==> src/rtl/smx_pkg.sv <==
package smx_pkg;

    localparam int NUM    = 4;
    localparam int ID_W   = $clog2(NUM);
    localparam int PREF_W = NUM * ID_W;
    localparam int RANK_W = ID_W + 1;
    localparam int PAIR_W = 2 * ID_W;
    localparam int WORD_W = NUM * PREF_W;
    localparam int OUT_W  = NUM * PAIR_W;

    typedef logic [ID_W-1:0]   id_t;
    typedef logic [RANK_W-1:0] rank_t;

    // index 0 is the most preferred entry
    typedef id_t [NUM-1:0] plist_t;

    typedef struct packed {
        logic valid;
        id_t  who;
    } hold_t;

    typedef enum logic {
        ST_IDLE = 1'b0,
        ST_RUN  = 1'b1
    } st_e;

    localparam rank_t RANK_NONE = '1;

    // byte layout: first choice in the top bits
    function automatic plist_t unpack_pref(input logic [PREF_W-1:0] b);
        plist_t l;
        for (int i = 0; i < NUM; i++) begin
            l[i] = b[PREF_W-1-i*ID_W -: ID_W];
        end
        return l;
    endfunction

    // position of the first match; unlisted ids rank as NUM
    function automatic rank_t rank_of(input plist_t l, input id_t who);
        rank_t r;
        r = rank_t'(NUM);
        for (int i = NUM - 1; i >= 0; i--) begin
            if (l[i] == who) r = rank_t'(i);
        end
        return r;
    endfunction

endpackage

==> src/rtl/smx_proposer_bank.sv <==
module smx_proposer_bank
    import smx_pkg::*;
(
    input  plist_t [NUM-1:0] lists_i,
    input  id_t    [NUM-1:0] ptr_i,
    input  logic   [NUM-1:0] engaged_i,
    output logic   [NUM-1:0] req_o,
    output id_t    [NUM-1:0] target_o
);

    for (genvar p = 0; p < NUM; p++) begin : g_prop
        always_comb begin
            req_o[p]    = ~engaged_i[p];
            target_o[p] = lists_i[p][ptr_i[p]];
        end
    end

endmodule

==> src/rtl/smx_acceptor_cell.sv <==
module smx_acceptor_cell
    import smx_pkg::*;
#(
    parameter int ACC_ID = 0
) (
    input  plist_t           list_i,
    input  hold_t            hold_i,
    input  logic   [NUM-1:0] req_i,
    input  id_t    [NUM-1:0] target_i,
    output hold_t            hold_o
);

    localparam id_t MY_ID = id_t'(ACC_ID);

    rank_t best_rank;

    always_comb begin
        hold_o    = hold_i;
        best_rank = hold_i.valid ? rank_of(list_i, hold_i.who) : RANK_NONE;
        // ascending scan with strict compare: incumbent and lower id win ties
        for (int p = 0; p < NUM; p++) begin
            if (req_i[p] && (target_i[p] == MY_ID)
                && (rank_of(list_i, id_t'(p)) < best_rank)) begin
                best_rank    = rank_of(list_i, id_t'(p));
                hold_o.valid = 1'b1;
                hold_o.who   = id_t'(p);
            end
        end
    end

endmodule

==> src/rtl/smx_pair_pack.sv <==
module smx_pair_pack
    import smx_pkg::*;
(
    input  hold_t [NUM-1:0]   hold_i,
    output logic  [NUM-1:0]   engaged_o,
    output logic  [OUT_W-1:0] word_o
);

    id_t [NUM-1:0] partner;

    always_comb begin
        engaged_o = '0;
        partner   = '0;
        for (int a = 0; a < NUM; a++) begin
            if (hold_i[a].valid) begin
                engaged_o[hold_i[a].who] = 1'b1;
                partner[hold_i[a].who]   = id_t'(a);
            end
        end
        for (int p = 0; p < NUM; p++) begin
            word_o[(NUM-1-p)*PAIR_W +: PAIR_W] = {id_t'(p), partner[p]};
        end
    end

endmodule

==> src/rtl/smx_engine.sv <==
module smx_engine
    import smx_pkg::*;
(
    input  logic              clk,
    input  logic              rst,
    input  logic              start_i,
    input  logic [WORD_W-1:0] prop_prefs_i,
    input  logic [WORD_W-1:0] acc_prefs_i,
    output logic              busy_o,
    output logic              done_o,
    output logic [OUT_W-1:0]  pairs_o
);

    st_e                 state_q;
    plist_t [NUM-1:0]    plist_q;
    plist_t [NUM-1:0]    alist_q;
    id_t    [NUM-1:0]    ptr_q;
    hold_t  [NUM-1:0]    hold_q;
    hold_t  [NUM-1:0]    hold_nxt;
    logic                done_q;
    logic   [OUT_W-1:0]  pairs_q;

    logic   [NUM-1:0]    engaged;
    logic   [NUM-1:0]    eng_nxt;
    logic   [NUM-1:0]    req;
    id_t    [NUM-1:0]    target;
    logic   [OUT_W-1:0]  packed_now;

    smx_proposer_bank u_props (
        .lists_i   (plist_q),
        .ptr_i     (ptr_q),
        .engaged_i (engaged),
        .req_o     (req),
        .target_o  (target)
    );

    for (genvar a = 0; a < NUM; a++) begin : g_acc
        smx_acceptor_cell #(.ACC_ID(a)) u_cell (
            .list_i   (alist_q[a]),
            .hold_i   (hold_q[a]),
            .req_i    (req),
            .target_i (target),
            .hold_o   (hold_nxt[a])
        );
    end

    smx_pair_pack u_pack (
        .hold_i    (hold_q),
        .engaged_o (engaged),
        .word_o    (packed_now)
    );

    always_comb begin
        eng_nxt = '0;
        for (int a = 0; a < NUM; a++) begin
            if (hold_nxt[a].valid) eng_nxt[hold_nxt[a].who] = 1'b1;
        end
    end

    always_ff @(posedge clk) begin
        if (rst) begin
            state_q <= ST_IDLE;
            plist_q <= '0;
            alist_q <= '0;
            ptr_q   <= '0;
            hold_q  <= '0;
            done_q  <= 1'b0;
            pairs_q <= '0;
        end else begin
            done_q <= 1'b0;
            unique case (state_q)
                ST_IDLE: begin
                    if (start_i) begin
                        for (int k = 0; k < NUM; k++) begin
                            plist_q[k] <= unpack_pref(prop_prefs_i[(NUM-1-k)*PREF_W +: PREF_W]);
                            alist_q[k] <= unpack_pref(acc_prefs_i[(NUM-1-k)*PREF_W +: PREF_W]);
                        end
                        ptr_q   <= '0;
                        hold_q  <= '0;
                        state_q <= ST_RUN;
                    end
                end
                ST_RUN: begin
                    if (&engaged) begin
                        state_q <= ST_IDLE;
                        done_q  <= 1'b1;
                        pairs_q <= packed_now;
                    end else begin
                        hold_q <= hold_nxt;
                        // anyone left free after the round was refused or dropped
                        for (int p = 0; p < NUM; p++) begin
                            if (!eng_nxt[p]) ptr_q[p] <= ptr_q[p] + 1'b1;
                        end
                    end
                end
                default: state_q <= ST_IDLE;
            endcase
        end
    end

    assign busy_o  = (state_q == ST_RUN);
    assign done_o  = done_q;
    assign pairs_o = pairs_q;

endmodule

==> config.mk <==
export PLATFORM = sky130hd
export DESIGN_NAME = smx_engine
export DESIGN_NICKNAME = d
export VERILOG_FILES = /design/src/rtl/smx_pkg.sv /design/src/rtl/smx_proposer_bank.sv /design/src/rtl/smx_acceptor_cell.sv /design/src/rtl/smx_pair_pack.sv /design/src/rtl/smx_engine.sv
export SDC_FILE = /design/constraint.sdc
export NUM_CORES = 1
export LEC_CHECK = 0
export ABC_AREA = 1
export BUFFER_PORTS_ARGS = -buffer_cell sky130_fd_sc_hd__buf_2
export CORE_MARGIN = 4
export CORE_UTILIZATION = 35
export DETAILED_ROUTE_END_ITERATION = 10
export GPL_ROUTABILITY_DRIVEN = 0
export MAX_ROUTING_LAYER = met4
export PLACE_DENSITY = 0.61
export SETUP_SLACK_MARGIN = 0.4
export SLEW_MARGIN = 20
export SYNTH_ARGS = -nofsm -noshare
export SYNTH_HDL_FRONTEND = slang
export SYNTH_SLANG_ARGS = --single-unit
==> constraint.sdc <==
create_clock -name clk -period 7.19 [get_ports clk]
set_input_delay 1.438 -clock clk [delete_from_list [all_inputs] [get_ports clk]]
set_output_delay 1.438 -clock clk [all_outputs]
set_load 0.1 [all_outputs]
-- Word level (Yosys, flattened, before mapping)
Cells that the tools add are included.
- add/sub/neg operators: 4
- $lt $le $gt $ge: 36
- equality and inequality tests: 82
- mux-type cells: 167
- bitwise operators: 15
- reduce and logical (&&, ||, !) cells: 69
- operators with widths (cell ; number):
    $mux W3 ; 112
    $eq A2 B2 Y1 const B ; 40
    $lt A3 B3 Y1 ; 16
    $eq A2 B1 Y1 const B ; 20
    $logic_and A1 B1 Y1 ; 40
    $logic_not A2 Y1 ; 20
    $lt A2 B3 Y1 const B ; 12
    $eq A2 B2 Y1 ; 16
    $mux W4 ; 8
    $mux W8 ; 4
    $mux W12 ; 2
    $or A4 B4 Y4 ; 6
    $pmux W12 S2 ; 1
    $mux W2 ; 11
    $bmux W2 S2 ; 4
    $demux W1 S2 ; 8
    $ge A2 B1 Y1 const B ; 8
    $pmux W8 S2 ; 1
    $demux W2 S2 ; 3
    $ne A2 B2 Y1 const B ; 6
    $reduce_and A3 Y1 ; 4
    $mux W1 ; 11
    $add A2 B1 Y2 const B ; 4
    $or A8 B8 Y8 ; 1
    10 further kinds ; 15
- register bits: 98
- input port bits: 67
- output and inout port bits: 18
- word-level logic and storage cells: 420

-- Longest topological paths before layout
Gate-level depths: netlist (run 1).
- word-level depth: 38
- depth in mapped cells: 41

-- Hierarchy
From an unflattened synthesis (run 1), not the netlist that was laid out.
- cells, all modules: 1308
- area, all modules: 7917.6 µm²
- modules (own cells, without submodules) (module ; times used ; cells each ; area each (µm²)):
    smx_engine ; 1 ; 501 ; 3910.0
    smx_acceptor_cell (g_acc[1].u_cell ...) ; 2 ; 163 ; 835.8
    smx_acceptor_cell (g_acc[3].u_cell) ; 1 ; 158 ; 828.3
    smx_acceptor_cell (g_acc[0].u_cell) ; 1 ; 161 ; 823.3
    smx_proposer_bank ; 1 ; 100 ; 395.4
    smx_pair_pack ; 1 ; 62 ; 289.0

-- Worst setup path after synthesis (run 1)
Ideal clock, no wire load.
- path type: register to register
- from: register hold_q[10] (netlist bit)
- to: register ptr_q[5] (netlist bit)
- data arrival time: 5519 ps
- data required time: 7077 ps
- slack: 1558 ps
- stages on the path, launching flop included: 31
- path buffers: 0
- clock period less this slack: 5632 ps
- cell sequence: dfxtp_1 -> inv_2 -> nand2_1 -> nand2_1 -> o21ai_0 -> nor2_1 -> nor2_1 -> ha_1 -> a21oi_1 -> nand2_1 -> nor2_2 -> nand2_4 -> o21ai_0 -> ha_1 -> a2111oi_4 -> nand2_4 -> o21ai_0 -> ha_1 -> a2111oi_4 -> nand2_4 -> nand2_1 -> o21ai_0 -> ha_1 -> a2111oi_0 -> nand2_4 -> nand4_1 -> nand2_1 -> o21ai_2 -> nand3_1 -> nand3_1 -> nand2_1
- longest elaborated chain between the ends: 32
- elaborated cells on any way between the ends: 124
- classes of those cells: order compare: 23; eq/ne: 6; mux: 48; bitwise: 8; reduce/logical: 39
- RTL lines (what ; RTL line ; source):
    start: declaration ; smx_engine.sv:18 ; hold_t [NUM-1:0] hold_q;
    start signal: assignment ; smx_engine.sv:89 ; hold_q <= hold_nxt;
    $lt A2 B3 Y1 (not written as such) or $ge A2 B1 Y1 (tied branches) ; smx_pair_pack.sv:16 ; engaged_o[hold_i[a].who] = 1'b1;
    $logic_and A1 B1 Y1 (not written as such) ; smx_pair_pack.sv:16 ;
    $mux W1 (not written as such) ; smx_pair_pack.sv:16 ;
    $demux W1 S2 ; n/a ;
    $or A4 B4 Y4 (no source line) ; n/a ;
    $mux W4 ; smx_pair_pack.sv:15 ; if (hold_i[a].valid) begin
    $not A1 Y1 ; smx_proposer_bank.sv:13 ; req_o[p] = ~engaged_i[p];
    $logic_and A1 B1 Y1 ; smx_acceptor_cell.sv:22 ; if (req_i[p] && (target_i[p] == MY_ID)
    [... 16 more ...] ; n/a ;
    $or A4 B4 Y4 (no source line) ; n/a ;
    $mux W4 ; smx_engine.sv:56 ; if (hold_nxt[a].valid) eng_nxt[hold_nxt[a].who] = 1'b1;
    $or A4 B4 Y4 (no source line) ; n/a ;
    $mux W4 ; smx_engine.sv:56 ;
    $or A4 B4 Y4 (no source line) ; n/a ;
    $mux W4 ; smx_engine.sv:56 ;
    $ne A2 B2 Y1 (no source line) ; n/a ;
    $reduce_and A3 Y1 (no source line) * ; n/a ;
    end signal: indexed assignment ; smx_engine.sv:92 ; if (!eng_nxt[p]) ptr_q[p] <= ptr_q[p] + 1'b1;
    end: declaration ; smx_engine.sv:17 ; id_t [NUM-1:0] ptr_q;
Mark *: on every way between the ends. The rest lies on a longest branch, timed or not.
A chain may end at the register's enable or synchronous reset.

-- Final worst setup path (run 1)
- from: register hold_q[0] (netlist bit)
- to: register ptr_q[1] (netlist bit)
- longest elaborated chain between the ends: 37
- elaborated cells on any way between the ends: 129
- classes of those cells: order compare: 23; eq/ne: 6; mux: 51; bitwise: 10; reduce/logical: 39
- RTL lines (what ; RTL line):
    $lt A2 B3 Y1 or $ge A2 B1 Y1 (tied branches) ; n/a
    $logic_and A1 B1 Y1 ; n/a
    $mux W1 (not written as such) ; smx_pair_pack.sv:16
    $demux W1 S2 ; n/a
    $mux W4 ; smx_pair_pack.sv:15
    $or A4 B4 Y4 (no source line) ; n/a
    $mux W4 ; smx_pair_pack.sv:15
    $or A4 B4 Y4 (no source line) ; n/a
    [... 21 more ...] ; n/a
    $or A4 B4 Y4 (no source line) ; n/a
    $mux W4 ; smx_engine.sv:56
    $or A4 B4 Y4 (no source line) ; n/a
    $mux W4 ; smx_engine.sv:56
    $or A4 B4 Y4 (no source line) ; n/a
    $mux W4 ; smx_engine.sv:56
    $ne A2 B2 Y1 (no source line) ; n/a
    $reduce_and A3 Y1 (no source line) * ; n/a
Marks and branches as above.

==> results of run 1 <==
-- power by group --
part	internal (uW)	switching [uW]
logic	374	706
registers	573	70.4
clock network	283	256
-- worst max-delay path by stage --
stage / cells after the start / to / from
final: 32 / ptr_q[1] / hold_q[0]
after global routing: 32 / ptr_q[6] / alist_q[22]
after CTS: 31 / ptr_q[1] / hold_q[1]
after detailed placement: 31 / ptr_q[1] / hold_q[0]
after global placement: 32 / ptr_q[1] / hold_q[1]
after floorplan: 30 / ptr_q[5] / hold_q[10]
-- flip-flops by register name, summed over array words and instances (netlist names) --
register,cells
busy_o,1
done_o,1
alist_q,32
pairs_o,9
ptr_q,8
plist_q,32
hold_q,12
-- cells by family after synthesis --
family	synth area share, %
other	0.0516
AOI/OAI and AO/OA	18.7
DFF	26.2
and+or+nand+nor	40.1
xor gates and xnor gates	0.241
buffers and inverters	9.29
adders and majority gates	5.51
-- timing repair --
item	in CTS	in global routing
resized for setup	0	12
endpoints found under the setup margin	0	11
hold buffers	0	0
-- cell type report --
class                      count  area, sq um
clock buffer                   9          225
sequential                    95         1910
timing repair buffer          81          408
fill                        2177        12200
clock inverter                 7         98.8
multi-input combinational    909         4740
tap                          270          338
inverter                     115          438
-- routing by layer --
| layer | track usage [%] | up-vias | part of all wire (%) |
|---|---|---|---|
| li1 | - | 3892 | - |
| met1 | 24.3 | 3378 | 48 |
| met2 | 28.2 | 202 | 44 |
| met3 | 3.24 | 35 | 5.3 |
| met4 | 5.31 | 0 | 2.1 |
| met5 | - | - | 0 |
-- stage by stage --
| step | setup WS, ns | cell area (sq um) | total power, uW | std cells |
|---|---|---|---|---|
| final | 0.972 | 8150 | 2260 | 1486 |
| after global placement | 0.487 | 7790 | 1680 | 1470 |
| after detailed placement | 0.433 | 7790 | 1700 | 1470 |
| after CTS | 0.420 | 8120 | 2240 | 1486 |
| after floorplan | 1.56 | 7280 | 1480 | 1161 |
| after global routing | 0.408 | 8150 | 2440 | 1486 |
-- cells in the final DEF (no fill, tap or decap), types with 2 or more instances in the layout --
| cell | netlist | routed |
|---|---|---|
| a2111oi_2 | 2 | 4 |
| a2111oi_4 | 3 | 4 |
| a21oi_1 | 67 | 67 |
| a22oi_1 | 9 | 9 |
| a31oi_1 | 10 | 10 |
| a32oi_1 | 2 | 2 |
| buf_2 | 1 | 80 |
| clkbuf_16 | 0 | 9 |
| conb_1 | 1 | 4 |
| dfxtp_1 | 95 | 91 |
| dfxtp_2 | 0 | 4 |
| ha_1 | 32 | 32 |
| inv_1 | 102 | 101 |
| inv_2 | 10 | 10 |
| inv_4 | 2 | 2 |
| inv_8 | 0 | 4 |
| nand2_1 | 333 | 332 |
| nand2_2 | 32 | 33 |
| nand2_4 | 17 | 17 |
| nand3_1 | 52 | 52 |
| nand3_2 | 14 | 14 |
| nand3b_1 | 2 | 2 |
| nand4_1 | 24 | 24 |
| nand4_4 | 2 | 2 |
| nor2_1 | 140 | 140 |
| nor2_2 | 6 | 6 |
| nor3_1 | 11 | 11 |
| o21ai_0 | 124 | 124 |
| o21ai_1 | 3 | 3 |
| o21ai_2 | 2 | 2 |
| o22ai_1 | 2 | 2 |
| or2_2 | 2 | 2 |
| xnor2_1 | 2 | 2 |
-- worst max-delay path: cells and delay by family, from the launching register on --
kind	cells	cell delay (ns)
AOI/OAI and AO/OA	9	2.28
and+or+nand+nor	18	2.01
adders and majority gates	4	1.23
buffers and inverters	1	0.13
DFF	1	0.47
==> reports/results.txt, run 1 <==
Status: completed
Max incr delay on CP: 0.47 ns
EDFF count, synth: 0
Fin crit share: 86.5%
Syn Area/Cell: 6.28 sq um
Post-DP HPWL: 16000 um
Arrival time worst endpoint: 6.47 ns
Fin. Hold Viols: 0
Area contributors post-synth: dfxtp_1, nand2_1, o21ai_0, nor2_1, ha_1
Area share of the largest cell type after synthesis: 26.2%
Vias in the first global route: 6869
Hold endpoint: plist_q[27]
CP Class: flip-flop to flip-flop
Leak: 0.00394 uW
HP Class: flip-flop to flip-flop
Hold Slack: 0.484 ns
Rows: 52
Synth top cells by count: nand2_1, nor2_1, o21ai_0
Grt ovf: 0
Min cycle time layout: 6.22 ns
Area delta synth->final: 12.1%
Worst slew margin: 31.5%
First-iteration detailed-routing DRC count: 518
Slowest CP cell: dfxtp_2
Setup bufs post-CTS: 0
Layout cells sized above 1: 16.8%
Final setup vio count: 0
# port buffers: 80
Reg-to-Reg End: ptr_q[1]
Critical Path Most Common Cell: nand2_1
CP max FO: 9
Max Freq: 161 MHz
Clock skew: 0.00763 ns
Worst r2r path cells: 32
Hold_sp: plist_q[27]
FF-to-FF Start: hold_q[0]
Synth Warn #: 0
Mapped Area: 7270 sq um
CP Data Required Time: 7.45 ns
Top Ports: 85
R2r setup slk: 0.97 ns
Core Util, Final: 40.0%
Seq/Total Area, Yosys: 26.2%
Main synth FF type: dfxtp_1
Die span in x: 152 um
Clk buf depth: 2
Initial antenna violation count: 0
Mapped Cells: 1158
Worst-Margin Slew: 1.02 ns
Post-Route WL: 21100 um
Via density: 5.05
Max Cap Viol: 0
RSZ-0062 raised after global routing: false
Synth area leader: dfxtp_1
CP Launch Type: flip-flop
Max IR drop VDD: 137 uV
CORE AREA: 20400 sq um
Most common cell in the netlist: nand2_1
Hold path depth: 2
Die Y-Extent: 152 um
First-pass GRT wire length: 34300 um
DRT antenna net count: 0
Yosys reg bits: 95
DRC: 0
Root Buffer Master: clkbuf_16
CTS H-tree depth: 3
Max Slew Vio Count: 0
Clock latency at the later pin of the worst-skew pair: 0.36 ns
CTS tree: done
Tot GR Track Use: 18.2%
Die area: 23100 sq um
Ys async rst share: 0%
Average wire per standard cell: 14.2 um
Diodes inserted: 0
Largest net degree at the start of global routing: 98
Clock sinks: 95
Inserted Clock Buffers: 9
Worst-path clk slew: 0.08 ns
Pwr/cell area: 277 nW/um^2
Unique cell type count in the Yosys netlist: 45
Layout Nets: 1310
Crit. End Element: flip-flop
Setup_tns: 0 ns
Drt first pass iters: 5
Via count: 7507
Initial core utilization: 35.7%
Note: power is estimated with default switching activity, not from simulation.
==> inputs of run 2 (changes only) <==
Settings changed: SYNTH_HIERARCHICAL set to 1.
==> run 2 against run 1 <==
Register-to-register slack better by 0.13 ns. Sequential power up 13%. Utilization up 0.14 points. Synthesized area up 8.9%. Non-clock buffer count up 6. Combinational power up 45%. Cell area up 8.5%. Sequential cell count up 7. Critical path type unchanged. Highest routed layer unchanged.
==> reports/results.txt, run 2 <==
Hold buffers post-CTS: 0 (unchanged)
Power, Total: 2820 uW (+24%)
Mapped Cells: 1308 (+13%)
Status: completed
Initial core utilization: 35.9% (+0.24 points)
Via count: 7883 (+5.0%)
Mapped Area: 7920 sq um (+8.9%)
Post-Route WL: 21200 um (+0.76%)
RSZ-0062 raised after global routing: false
Min cycle time layout: 6.09 ns (-0.129 ns)
First-pass GRT wire length: 34200 um (-0.32%)
CTS H-tree depth: 3 (unchanged)
Leak: 0.00452 uW (+15%)
Die Y-Extent: 158 um (+4.1%)
Yosys reg bits: 102 (+7.4%)
# port buffers: 84 (+5.0%)
Inserted Clock Buffers: 9 (unchanged)
Final setup vio count: 0 (unchanged)
Layout Nets: 1474 (+13%)
Fin. Hold Viols: 0 (unchanged)
EDFF count, synth: 0 (unchanged)
Setup_tns: 0 ns (unchanged)
Tot GR Track Use: 17.2% (-0.95 points)
Die area: 25100 sq um (+8.4%)
Worst slew margin: 51.5% (+20 points)
CP Data Required Time: 7.48 ns (+0.03 ns)
Commonest non-fill, non-tap cells in the layout: nand2_1, nor2_1, o21ai_0, inv_1, dfxtp_1
Area contributors post-synth: dfxtp_1, nand2_1, nor2_1, o21ai_0, inv_1
Clock sinks: 102 (+7.4%)
FILL cells: 2382 (+9.4%)
Fin crit share: 84.7% (-1.8 points)
Register Area: 2050 sq um (+7.3%)
Setup bufs post-CTS: 0 (unchanged)
Worst-path clk slew: 0.09 ns (about the same)
Root Buffer Master: clkbuf_16
Area delta synth->final: 11.8%
Clk buf depth: 2 (unchanged)
Max incr delay on CP: 0.62 ns (+0.15 ns)
Initial antenna violation count: 0 (unchanged)
Critical Path Most Common Cell: nand2_1
Clock skew: 0.0139 ns (+0.00630 ns)
Most common cell in the netlist: nand2_1
Grt ovf: 0 (unchanged)
Drt first pass iters: 6 (+1)
Vias in the first global route: 7099 (+3.3%)
Area share of the largest cell type after synthesis: 25.8% (-0.37 points)
CTS tree: done
Layout cells sized above 1: 17.4% (+0.61 points)
First-iteration detailed-routing DRC count: 412 (-20%)
CP max FO: 10 (+1)
DRC: 0 (unchanged)
Die span in x: 158 um (+4.1%)
CORE AREA: 22000 sq um (+8.2%)
Syn Area/Cell: 6.05 sq um (-3.6%)
HP Class: flip-flop to flip-flop
Worst-Margin Slew: 0.727 ns (-0.297 ns)
Multi-input gate area: 5090 sq um (+7.5%)
Max Freq: 164 MHz (+2.1%)
Average wire per standard cell: 12.8 um (-9.8%)
Max Cap Viol: 0 (unchanged)
Largest net degree at the start of global routing: 70 (-29%)
Synth area leader: dfxtp_1
CP Class: flip-flop to flip-flop
Slowest CP cell: dfxtp_1
Seq/Total Area, Yosys: 25.8% (-0.37 points)
Max Slew Vio Count: 0 (unchanged)
Unique cell type count in the Yosys netlist: 35 (-22%)
Crit. End Element: flip-flop
Max IR drop VDD: 141 uV (+2.8%)
Ys async rst share: 0% (unchanged)
Synth top cells by count: nand2_1, nor2_1, inv_1, o21ai_0, dfxtp_1
Rows: 54 (+3.8%)
Diodes inserted: 0 (unchanged)
DRT antenna net count: 0 (unchanged)
Via density: 4.75 (-6.0%)
Post-DP HPWL: 16000 um (+0.28%)
Pwr/cell area: 318 nW/um^2 (+15%)
Top Ports: 85 (unchanged)
Clock latency at the later pin of the worst-skew pair: 0.36 ns (about the same)
Commonest non-fill, non-tap cell in the layout: nand2_1
Arrival time worst endpoint: 6.38 ns (-0.09 ns)
CP Launch Type: flip-flop
Post-CTS resize count: 0 (unchanged)
Synth Warn #: 6 (+6)
Main synth FF type: dfxtp_1
run 2: cell types whose count changed in the layout (fill, tap and decap cells not counted), moves of 16 or more:
cell and delta:
inv_1 +29, inv_2 +16, nand3_1 +34, a21oi_1 -42
nor2_1 +117, nand4_1 -20
run 2: cell type report:
| class | count | share of cell area (%) |
|---|---|---|
| Multi-Input combinational cell | 1016 | 57.5 |
| Sequential cell | 102 | 23.1 |
| Inverter | 159 | 6.83 |
| Timing Repair Buffer | 87 | 5.00 |
| Tap cell | 280 | 3.96 |
| Clock buffer | 9 | 2.54 |
| Clock inverter | 7 | 1.00 |
run 2: critical path, delay by kind of cell (launching register included):
kind            cells  cell delay, ns
fa+ha+maj           4            1.16
simple gates       22            2.34
flops               1            0.62
compound gates      7            1.60
buf+inv             2            0.30
run 2: metrics by stage:
step | setup WS (ns) | utilization (%) | instances | hold slack (ns) | instance area, sq um
2_1_floorplan | 1.38 | - | 1314 | 0.455 | 7940
4_1_cts | 0.599 | 40.1 | 1660 | 0.492 | 8830
5_1_grt | 0.402 | 40.2 | 1660 | 0.508 | 8850
6_report | 1.10 | 40.2 | 1660 | 0.487 | 8850
3_3_place_gp | 0.838 | 38.7 | 1644 | 0.463 | 8520
3_5_place_dp | 0.655 | 38.7 | 1644 | 0.472 | 8520
run 2: worst paths after layout:
path | start | endpoint | slack [ns] | cells after the start
min reg2reg | plist_q[20] | plist_q[20] | 0.49 | 2
max | hold_q[6] | ptr_q[1] | 1.10 | 35
min | plist_q[20] | plist_q[20] | 0.49 | 2
max reg2reg | hold_q[6] | ptr_q[1] | 1.10 | 35
run 2: metal layers:
layer / GRT usage (%) / routed length [um] / up-vias
met5: - / 0 / -
met4: 3.25 / 126 / 0
met3: 2.85 / 867 / 10
met2: 27.2 / 9690 / 144
met1: 23.5 / 10500 / 3482
li1: - / - / 4247
run 2: power by group:
part	leakage [uW]	switching [uW]	internal (uW)
sequential	0.000840	108	619
clock	0.000153	267	254
combinational	0.00353	1010	556
total	0.00452	1390	1430
run 2: cell families after synthesis:
logic type,Yosys count,synth area share (%)
compound gates,178,12.0
buf+inv,196,10.4
simple gates,790,45.8
xor+xnor,8,0.885
flops,102,25.8
other cells,2,0.0949
fa+ha+maj,32,5.06
